===== config.mk =====
export PLATFORM = sky130hd
export DESIGN_NAME = rsd_alu
export DESIGN_NICKNAME = d
export VERILOG_FILES = /design/src/rtl/rsd_pkg.sv /design/src/rtl/rsd_alu_core.sv /design/src/rtl/rsd_gen.sv /design/src/rtl/rsd_predict.sv /design/src/rtl/rsd_eq_check.sv /design/src/rtl/rsd_alu.sv
export SDC_FILE = /design/constraint.sdc
export NUM_CORES = 1
export LEC_CHECK = 0
export CAP_MARGIN = 20
export CORE_AREA = 2 2 93 95
export CTS_BUF_LIST = sky130_fd_sc_hd__clkbuf_4
export CTS_CLUSTER_SIZE = 28
export DETAILED_ROUTE_END_ITERATION = 7
export DIE_AREA = 0 0 95 97
export DONT_BUFFER_PORTS = 1
export PLACE_DENSITY = 0.65
export SLEW_MARGIN = 10
export SYNTH_ARGS = -nofsm -noshare
export SYNTH_HDL_FRONTEND = slang
export SYNTH_SLANG_ARGS = --single-unit

===== constraint.sdc =====
create_clock -name clk -period 25.4 [get_ports clk]
set_input_delay 3.81 -clock clk [delete_from_list [all_inputs] [get_ports clk]]
set_output_delay 3.81 -clock clk [all_outputs]
set_load 0.01 [all_outputs]

===== src/rtl/rsd_pkg.sv =====
// Shared definitions for the residue-checked ALU.
// Assumes a 4-bit residue symbol (modulus 15); data width is a multiple of 4.
package rsd_pkg;
    localparam int RC_CW = 4;

    typedef enum logic {
        MODE_ARITH = 1'b0,
        MODE_LOGIC = 1'b1
    } op_mode_e;

    // Logic codes whose result residue follows from the operands.
    localparam logic [3:0] FN_PASS_A = 4'b1100;
    localparam logic [3:0] FN_PASS_B = 4'b1010;
    localparam logic [3:0] FN_ZERO   = 4'b0000;
    localparam logic [3:0] FN_ONES   = 4'b1111;

    // Ones'-complement addition of two symbols with end-around carry.
    function automatic logic [RC_CW-1:0] rc_ones_add(input logic [RC_CW-1:0] x,
                                                     input logic [RC_CW-1:0] y);
        logic [RC_CW:0] s;
        s = {1'b0, x} + {1'b0, y};
        return s[RC_CW-1:0] + {{(RC_CW-1){1'b0}}, s[RC_CW]};
    endfunction

    // Maps the second zero code (all ones) onto all zeros.
    function automatic logic [RC_CW-1:0] rc_canon(input logic [RC_CW-1:0] x);
        return (x == {RC_CW{1'b1}}) ? '0 : x;
    endfunction
endpackage


===== src/rtl/rsd_alu_core.sv =====
// Data path of the ALU: ones'-complement add/subtract with end-around carry,
// or a bitwise function of two inputs chosen by a 4-bit truth table.
// Assumes purely combinational use; the top module registers the outputs.
module rsd_alu_core #(
    parameter int DW = 16
) (
    input  logic [DW-1:0] a_i,
    input  logic [DW-1:0] b_i,
    input  logic          mode_i,
    input  logic [3:0]    fsel_i,
    output logic [DW-1:0] y_o,
    output logic          cout_o
);
    logic [DW:0]   sum_w;
    logic [DW-1:0] b_op;
    logic [DW-1:0] arith_y;
    logic [DW-1:0] logic_y;

    // Operand B, inverted for subtraction.
    always_comb b_op = fsel_i[0] ? ~b_i : b_i;

    // Raw sum, then the end-around carry folded back into bit 0.
    always_comb begin
        sum_w   = {1'b0, a_i} + {1'b0, b_op};
        arith_y = sum_w[DW-1:0] + {{(DW-1){1'b0}}, sum_w[DW]};
    end

    // One truth-table lookup per bit, carries disabled.
    for (genvar i = 0; i < DW; i++) begin : g_lbit
        always_comb logic_y[i] = fsel_i[{a_i[i], b_i[i]}];
    end

    // Mode select between the arithmetic and logic results.
    always_comb begin
        y_o    = (mode_i == rsd_pkg::MODE_LOGIC) ? logic_y : arith_y;
        cout_o = (mode_i == rsd_pkg::MODE_LOGIC) ? 1'b0 : sum_w[DW];
    end
endmodule


===== src/rtl/rsd_gen.sv =====
// Residue generator: ones'-complement sum of the data nibbles (modulus 15).
// Output may be either zero code (0000 or 1111); callers normalize as needed.
module rsd_gen #(
    parameter int DW = 16,
    parameter int CW = rsd_pkg::RC_CW
) (
    input  logic [DW-1:0] d_i,
    output logic [CW-1:0] r_o
);
    localparam int NNIB = DW / CW;

    logic [CW-1:0] acc [NNIB+1];

    always_comb acc[0] = '0;

    // Chain of end-around adders, one per nibble.
    for (genvar n = 0; n < NNIB; n++) begin : g_nib
        always_comb acc[n+1] = rsd_pkg::rc_ones_add(acc[n], d_i[n*CW +: CW]);
    end

    always_comb r_o = acc[NNIB];
endmodule


===== src/rtl/rsd_predict.sv =====
// Check-symbol predictor and mode classifier.
// Decides whether the selected operation preserves the residue code and, if so,
// what the result check symbol must be.
module rsd_predict #(
    parameter int CW = rsd_pkg::RC_CW
) (
    input  logic [CW-1:0] a_chk_i,
    input  logic [CW-1:0] b_chk_i,
    input  logic          mode_i,
    input  logic [3:0]    fsel_i,
    output logic [CW-1:0] pred_o,
    output logic          secure_o
);
    import rsd_pkg::*;

    // Secure when arithmetic, or a logic code that preserves the residue.
    always_comb begin
        if (mode_i == MODE_ARITH) secure_o = 1'b1;
        else secure_o = (fsel_i == FN_PASS_A) || (fsel_i == FN_PASS_B) ||
                        (fsel_i == FN_ZERO)   || (fsel_i == FN_ONES);
    end

    // Predicted symbol for each preserving operation.
    always_comb begin
        pred_o = '0;
        if (mode_i == MODE_ARITH) begin
            pred_o = rc_ones_add(a_chk_i, fsel_i[0] ? ~b_chk_i : b_chk_i);
        end else if (fsel_i == FN_PASS_A) begin
            pred_o = a_chk_i;
        end else if (fsel_i == FN_PASS_B) begin
            pred_o = b_chk_i;
        end
    end
endmodule


===== src/rtl/rsd_eq_check.sv =====
// Two-rail equality checker for residue symbols.
// Both zero codes compare equal. When disabled it reports "good" (2'b10).
module rsd_eq_check #(
    parameter int CW = rsd_pkg::RC_CW
) (
    input  logic [CW-1:0] x_i,
    input  logic [CW-1:0] y_i,
    input  logic          en_i,
    output logic [1:0]    rail_o
);
    logic same;

    // Normalized comparison of the two symbols.
    always_comb same = (rsd_pkg::rc_canon(x_i) == rsd_pkg::rc_canon(y_i));

    // Two-rail encoding: 10 good, 01 error.
    always_comb rail_o = (!en_i || same) ? 2'b10 : 2'b01;
endmodule


===== src/rtl/rsd_alu.sv =====
// Residue-checked ALU top. Computes the result, predicts or re-encodes its
// check symbol, compares prediction against generated residue in secure mode,
// and registers all outputs (one-cycle latency). Synchronous active-low reset.
module rsd_alu #(
    parameter int DW = 16,
    parameter int CW = rsd_pkg::RC_CW
) (
    input  logic          clk,
    input  logic          rst_n,
    input  logic [DW-1:0] a_dat,
    input  logic [CW-1:0] a_chk,
    input  logic [DW-1:0] b_dat,
    input  logic [CW-1:0] b_chk,
    input  logic          op_mode,
    input  logic [3:0]    fsel,
    input  logic [DW-1:0] fault_mask,
    output logic [DW-1:0] y_dat,
    output logic [CW-1:0] y_chk,
    output logic          y_cout,
    output logic [1:0]    err_rail
);
    logic [DW-1:0] raw_y;
    logic [DW-1:0] hit_y;
    logic          raw_cout;
    logic [CW-1:0] gen_r;
    logic [CW-1:0] pred_r;
    logic          secure;
    logic [CW-1:0] chk_nx;
    logic [1:0]    rail_nx;

    rsd_alu_core #(.DW(DW)) u_core (
        .a_i(a_dat), .b_i(b_dat), .mode_i(op_mode), .fsel_i(fsel),
        .y_o(raw_y), .cout_o(raw_cout)
    );

    // Test mask applied ahead of the checking logic.
    always_comb hit_y = raw_y ^ fault_mask;

    rsd_gen #(.DW(DW), .CW(CW)) u_gen (
        .d_i(hit_y), .r_o(gen_r)
    );

    rsd_predict #(.CW(CW)) u_pred (
        .a_chk_i(a_chk), .b_chk_i(b_chk), .mode_i(op_mode), .fsel_i(fsel),
        .pred_o(pred_r), .secure_o(secure)
    );

    rsd_eq_check #(.CW(CW)) u_eq (
        .x_i(pred_r), .y_i(gen_r), .en_i(secure), .rail_o(rail_nx)
    );

    // Output check symbol: prediction when secure, re-encoding otherwise.
    always_comb chk_nx = secure ? pred_r : rsd_pkg::rc_canon(gen_r);

    // Output register stage.
    always_ff @(posedge clk) begin
        if (!rst_n) begin
            y_dat    <= '0;
            y_chk    <= '0;
            y_cout   <= 1'b0;
            err_rail <= 2'b10;
        end else begin
            y_dat    <= hit_y;
            y_chk    <= chk_nx;
            y_cout   <= raw_cout;
            err_rail <= rail_nx;
        end
    end
endmodule


Word level (Yosys, flattened, before mapping)
Cells that the tools add are included.
{"block": "totals", "latchBits": 0, "mem_count": 0, "romBits": 0, "elab_cells": 90, "mem_bits_rw": 0, "reg_bits": 23}
{"block": "classes", "eq_ne": 6, "n_reduce_logical": 7, "add_sub_neg": 10, "bitwise": 4, "mul": 0, "div": 0, "magnitude_cmp": 16, "mux": 43, "n_shift": 0}
{"operator": "< comparator 2 x 3 -> 1 bit, second input constant", "count": 16}
{"operator": "binary-select mux 1 bit (select 2 bit)", "count": 16}
{"operator": "2-to-1 mux 16 bit", "count": 2}
{"operator": "2-to-1 mux 4 bit", "count": 7}
{"operator": "adder 4 x 4 -> 5 bit", "count": 4}
{"operator": "== test 4 bit, second input constant", "count": 5}
{"operator": "adder 16 x 16 -> 17 bit", "count": 1}
{"operator": "2-to-1 mux 1 bit", "count": 17}
{"operator": "adder 16 x 1 -> 16 bit", "count": 1}
{"operator": "adder 4 x 1 -> 4 bit", "count": 4}
{"operator": "inverter 16 bit", "count": 1}
{"operator": "XOR 16 bit", "count": 1}
{"operator": "== test 4 bit", "count": 1}
{"operator": "logical NOT 4 bit", "count": 1}
{"operator": "logical OR 1 bit", "count": 4}
{"operator": "inverter 4 bit", "count": 1}
{"operator": "2-to-1 mux 2 bit", "count": 1}
{"operator": "OR reduction 2 bit", "count": 1}
{"operator": "logical NOT 1 bit", "count": 1}
{"operator": "inverter 1 bit", "count": 1}

Logic depth before layout (Yosys ltp)
{"block": "logic_depth", "ltp_word": 17, "depth_mapped": 48}

By module
From an unflattened synthesis, not the netlist that was laid out.
{"block": "hier_totals", "hier_cells": 449, "hier_area_um2": 3883.7}
{"module": "rsd_alu_core", "cells_each": 231, "instances": 1, "area_each_um2": 1885.6}
{"module": "rsd_alu", "cells_each": 72, "instances": 1, "area_each_um2": 827.0}
{"module": "rsd_gen", "cells_each": 79, "instances": 1, "area_each_um2": 666.9}
{"module": "rsd_predict", "cells_each": 46, "instances": 1, "area_each_um2": 366.6}
{"module": "rsd_eq_check", "cells_each": 21, "instances": 1, "area_each_um2": 137.6}

Worst setup path after synthesis
No wires, ideal clock.
{"block": "synth_timing", "kind": "in2reg", "start": "input port fsel[0]", "end": "register err_rail[0]", "arrival_ps": 12353, "cell_stages": 47, "setup_slack_ps": 12931, "setup_time_ps": 115, "path_cell_list": "clkbuf_1 clkbuf_1 xor2_1 ha_1 inv_1 fa_1 nand2b_2 a211oi_4 o21ai_0 a31oi_1 o21ai_0 nand2_1 a21o_1 ha_1 ha_1 and2_1 nand2_1 xnor2_1 [... 11 more ...] xnor2_1 ha_1 o21ai_0 nand2b_1 ha_1 ha_1 fa_1 a21o_1 a21o_1 ha_1 ha_1 xor2_1 and3_1 a21boi_0 o21ai_0 a211oi_1 o221ai_1 and3_1"}
{"block": "synth_between", "elab_chain_cells": 16, "word_cells_on_any_way": 65}
{"item": "start: declaration", "line_no": "rsd_alu.sv:15", "text": "input logic [3:0] fsel,"}
{"item": "2-to-1 mux 16 bit *", "line_no": "rsd_alu_core.sv:20", "text": "always_comb b_op = fsel_i[0] ? ~b_i : b_i;"}
{"item": "adder 16 x 16 -> 17 bit *", "line_no": "rsd_alu_core.sv:24", "text": "sum_w = {1'b0, a_i} + {1'b0, b_op};"}
{"item": "via u_core.sum_w[16]", "line_no": "rsd_alu_core.sv:14", "text": "logic [DW:0] sum_w;"}
{"item": "adder 16 x 1 -> 16 bit *", "line_no": "rsd_alu_core.sv:25", "text": "arith_y = sum_w[DW-1:0] + {{(DW-1){1'b0}}, sum_w[DW]};"}
{"item": "2-to-1 mux 16 bit *", "line_no": "rsd_alu_core.sv:35", "text": "y_o = (mode_i == rsd_pkg::MODE_LOGIC) ? logic_y : arith_y;"}
{"item": "XOR 16 bit *", "line_no": "rsd_alu.sv:37", "text": "always_comb hit_y = raw_y ^ fault_mask;"}
{"item": "via hit_y[4]", "line_no": "rsd_alu.sv:23", "text": "logic [DW-1:0] hit_y;"}
{"item": "adder 4 x 4 -> 5 bit *", "line_no": "rsd_pkg.sv:21", "text": "s = {1'b0, x} + {1'b0, y};"}
{"item": "[... 2 more ...]"}
{"item": "adder 4 x 1 -> 4 bit *", "line_no": "rsd_pkg.sv:22", "text": "return s[RC_CW-1:0] + {{(RC_CW-1){1'b0}}, s[RC_CW]};"}
{"item": "adder 4 x 4 -> 5 bit *", "line_no": "rsd_pkg.sv:21"}
{"item": "adder 4 x 1 -> 4 bit *", "line_no": "rsd_pkg.sv:22"}
{"item": "== test 4 bit", "line_no": "rsd_pkg.sv:27", "text": "return (x == {RC_CW{1'b1}}) ? '0 : x;"}
{"item": "2-to-1 mux 4 bit *", "line_no": "rsd_pkg.sv:27"}
{"item": "== test 4 bit *", "line_no": "rsd_eq_check.sv:14", "text": "always_comb same = (rsd_pkg::rc_canon(x_i) == rsd_pkg::rc_canon(y_i));"}
{"item": "logical OR 1 bit *", "line_no": "rsd_eq_check.sv:17", "text": "always_comb rail_o = (!en_i || same) ? 2'b10 : 2'b01;"}
{"item": "2-to-1 mux 2 bit *", "line_no": "rsd_eq_check.sv:17"}
{"item": "end signal: assignment", "line_no": "rsd_alu.sv:66", "text": "err_rail <= rail_nx;"}
{"item": "end: declaration", "line_no": "rsd_alu.sv:20", "text": "output logic [1:0] err_rail"}
Mark *: on every way through the listed nets, which the timed path passes. The rest lies on a longest branch. The select of a mux whose other input is x is not followed.
A chain may end at the register's enable or synchronous reset.

Final worst setup path
Ends and elaborated chain as after synthesis.

==> impl_results.md <==
* Largest net degree at the start of global routing at 41
* Root Buffer: clkbuf_4
* Psw at ~350 uW
* Starting density of the core at 0.493
* Postcts setup bufs at 0
* Slew HR at 0.575
* Synth Cell Area at 4010 um2
* CP endpoint kind: flip-flop
* Die Wd at 95 um
* Final Critical Period at 12.12 ns
* Synth area leaders: ha_1 13%, dfxtp_1 11%, mux4_2 9.0%
* Hpwl dp at 8060 um
* Post-synthesis mux area share at 0.118
* Chip height at between 90 and 100 um
* Dpl cells at between 500 and 600
* Max-cap violation count at 0
* Multi-input logic area at between 3000 and 4000 um2
* Synthesized instance count at 470
* Grt ovf at 0
* HP Start: rst_n
* CTS tree: done
* Status: completed
* Busiest grt layer: met2
* Initial antenna violation count at 0
* Max-slew violation count at 0
* Synth top area share at 0.131
* Final setup vio count at 0
* Met3 usage at 0.0164
* Switching Fraction at 0.519
* Post-synthesis adder-cell area fraction at 0.156
* TritonCTS Buffers at 3
* CTS H-tree lvls at 1
* Post-route clock period utilization at 0.477
* Synthesized area per cell at 8.52 um2
* Data required, critical path at between 20 and 30 ns
* Fill count at a little under 800
* Cts hold-fix bufs at 0
* Sequential area share after synthesis at 0.115
* Vias per cell at 6.08
* Peak VDD IR at between 0.15 and 0.2 mV
* Unrepaired setup endpoints after global routing: false
* Synth warnings at 0
* Num Clock Sinks at 23
* CP Data Arrival Time at around 12 ns
* # DRC at 0
* Routing usage on met2 at 0.356
* Setup CP Type: in2reg
* Post-synthesis compound-gate area fraction at 0.204
* Pwr Density at around 170 nW/um2
* Setup TNS at 0 ns
* Slew of the pin with the lowest slew margin at between 0.6 and 0.7 ns
* Sequential Power Share at 0.076
* Vias at approximately 3,400
* Grt met1 use at 0.302
* Nets at about 570
* Ys async rst share at 0
* Row Count at 33
* Drt wl/cell at about 17 um
* Layout area overhead at 2.31%
* Slowest CP cell: a21boi_0
* XOR/XNOR share of the synthesized area at 0.147
* Buffers on Ports at 0
* Netlist cell types at between 60 and 70
* Post-Layout Cell Count at about 560
* Largest stage delay on the critical path at between 0.4 and 0.5 ns
* CTS max path bufs at 2
* Post-layout total power at between 600 and 700 uW
* Commonest cells post-synth: 42 x ha_1, 39 x xor2_1, 29 x nor2_1, 24 x nand2_1
* Initial DRC count at between 100 and 150
* First-pass GRT wire length at about 16,000 um
* Cell Int Power at 328 uW
* Static Leak at roughly 0.0017 uW
* Seq cells post-synth at 23
* Ports at 86
* Gate power share at 0.899
* Fin util at 0.504
* Hold Vio Cnt, Final at 0
* Top FF cell, synth: dfxtp_1
* Final ANT Viol Nets at 0
* Synth Area in Simple Gates at 0.221
* Cell with the most instances after synthesis: ha_1
* Clock Power Share at 0.025
* Achievable Freq at 82.5 MHz
* Layout cells sized above 1 at 0.0833
* DRT Pass-1 Iters at 4
* Vias in the first global route at 3,311
* Post-CTS sizing at 0
* Post-synth EDFFs at 0
* Antenna cell count at 0
* Hold Path Stages at 1
* Main combinational cell family by area after synthesis: simple AND/OR/NAND/NOR gates
* Total GRT Usage at 0.213
* Clk slew on worst S/H paths at 0.13 ns
* CP startpoint kind: input pin
* Crit path top cell by count: ha_1
* Worst min-delay path class: in2reg
* Core Area at 8130 um2
* Synthesized net count at between 500 and 600
* Yosys top cell by area: ha_1
* Hold endpoint: err_rail[1]
* Final wirelength at between 9000 and 10,000 um
* Die area at about 9200 um2
* Critical path peak fanout at 40
* GPL Wtd Cong at about 0.93
* FF/Latch Area at 460 um2
stage by stage:
stage / hold slack, ns / instance area, um2 / setup WS [ns]
floorplan: 3.95 / 4010 / 12.93
detailed placement: 3.90 / 4070 / 12.94
global placement: 3.90 / 4070 / 13.21
CTS: 3.56 / 4100 / 13.30
finish: 3.56 / 4100 / 13.28
global route: 3.56 / 4100 / 12.51
routing by layer:
| layer | share of wire | routed length, um | vias to the layer above |
|---|---|---|---|
| li1 | - | - | 1714 |
| met1 | 0.47 | 4440 | 1605 |
| met2 | 0.48 | 4600 | 80 |
| met3 | 0.039 | 367 | 10 |
| met4 | 0.011 | 102 | 0 |
| met5 | 0 | 0 | - |
sequential cells by signal (all words and copies together), names as in the netlist:
| signal | flops |
|---|---|
| err_rail | 2 |
| y_cout | 1 |
| y_chk | 4 |
| y_dat | 16 |
cells by family (layout without fill, tap and decap cells):
logic type,Yosys count,in the layout
xor+xnor,64,64
compound gates,112,112
buf+inv,41,27
flops,23,23
fa+ha+maj,47,47
simple gates,156,156
mux,27,27
area by class of cell:
class / count / share of cell area
well taps: 105 / 0.0321
clock buffers: 3 / 0.00549
multi-input cells: 406 / 0.827
flip-flops and latches: 23 / 0.112
clock inverters: 1 / 0.00183
inverters: 23 / 0.0211
power by group through the flow:
stage / clock network [uW] / logic (uW) / registers (uW)
4_1_cts: 18.0 / 606 / 52.2
6_report: 17.1 / 613 / 52.0
5_1_grt: 19.2 / 693 / 53.3
3_5_place_dp: 0 / 603 / 53.1
3_3_place_gp: 0 / 585 / 53.0
2_1_floorplan: 0 / 498 / 52.2
critical path: cells and delay by family:
| kind | cells | cell delay (ns) |
|---|---|---|
| adders and majority gates | 13 | 3.32 |
| AOI/OAI and AO/OA | 13 | 2.47 |
| and+or+nand+nor | 10 | 1.48 |
| xor gates and xnor gates | 6 | 0.96 |
| muxes | 1 | 0.17 |
| buffers and inverters | 2 | 0.11 |
how the worst max path moves through the flow:
stage | start | endpoint | cells past startpoint
4_1_cts | fsel[0] | err_rail[0] | 45
6_report | fsel[0] | err_rail[0] | 45
2_1_floorplan | fsel[0] | err_rail[0] | 47
3_3_place_gp | fsel[0] | err_rail[0] | 45
3_5_place_dp | fsel[0] | err_rail[0] | 45
5_1_grt | fsel[0] | err_rail[0] | 45
cell usage in the layout (no fill, tap or decap), types with 13 or more instances in the layout:
cell type and count:
nand2b_1 14, inv_1 22, a21oi_1 17, nand2_1 24, a21o_1 14, ha_1 42
dfxtp_1 23, nand3_1 14, and2_1 13, nor2_1 29, xnor2_1 23, xor2_1 39
o21ai_0 16, mux4_2 16
Note: power is estimated with default switching activity, not from simulation.
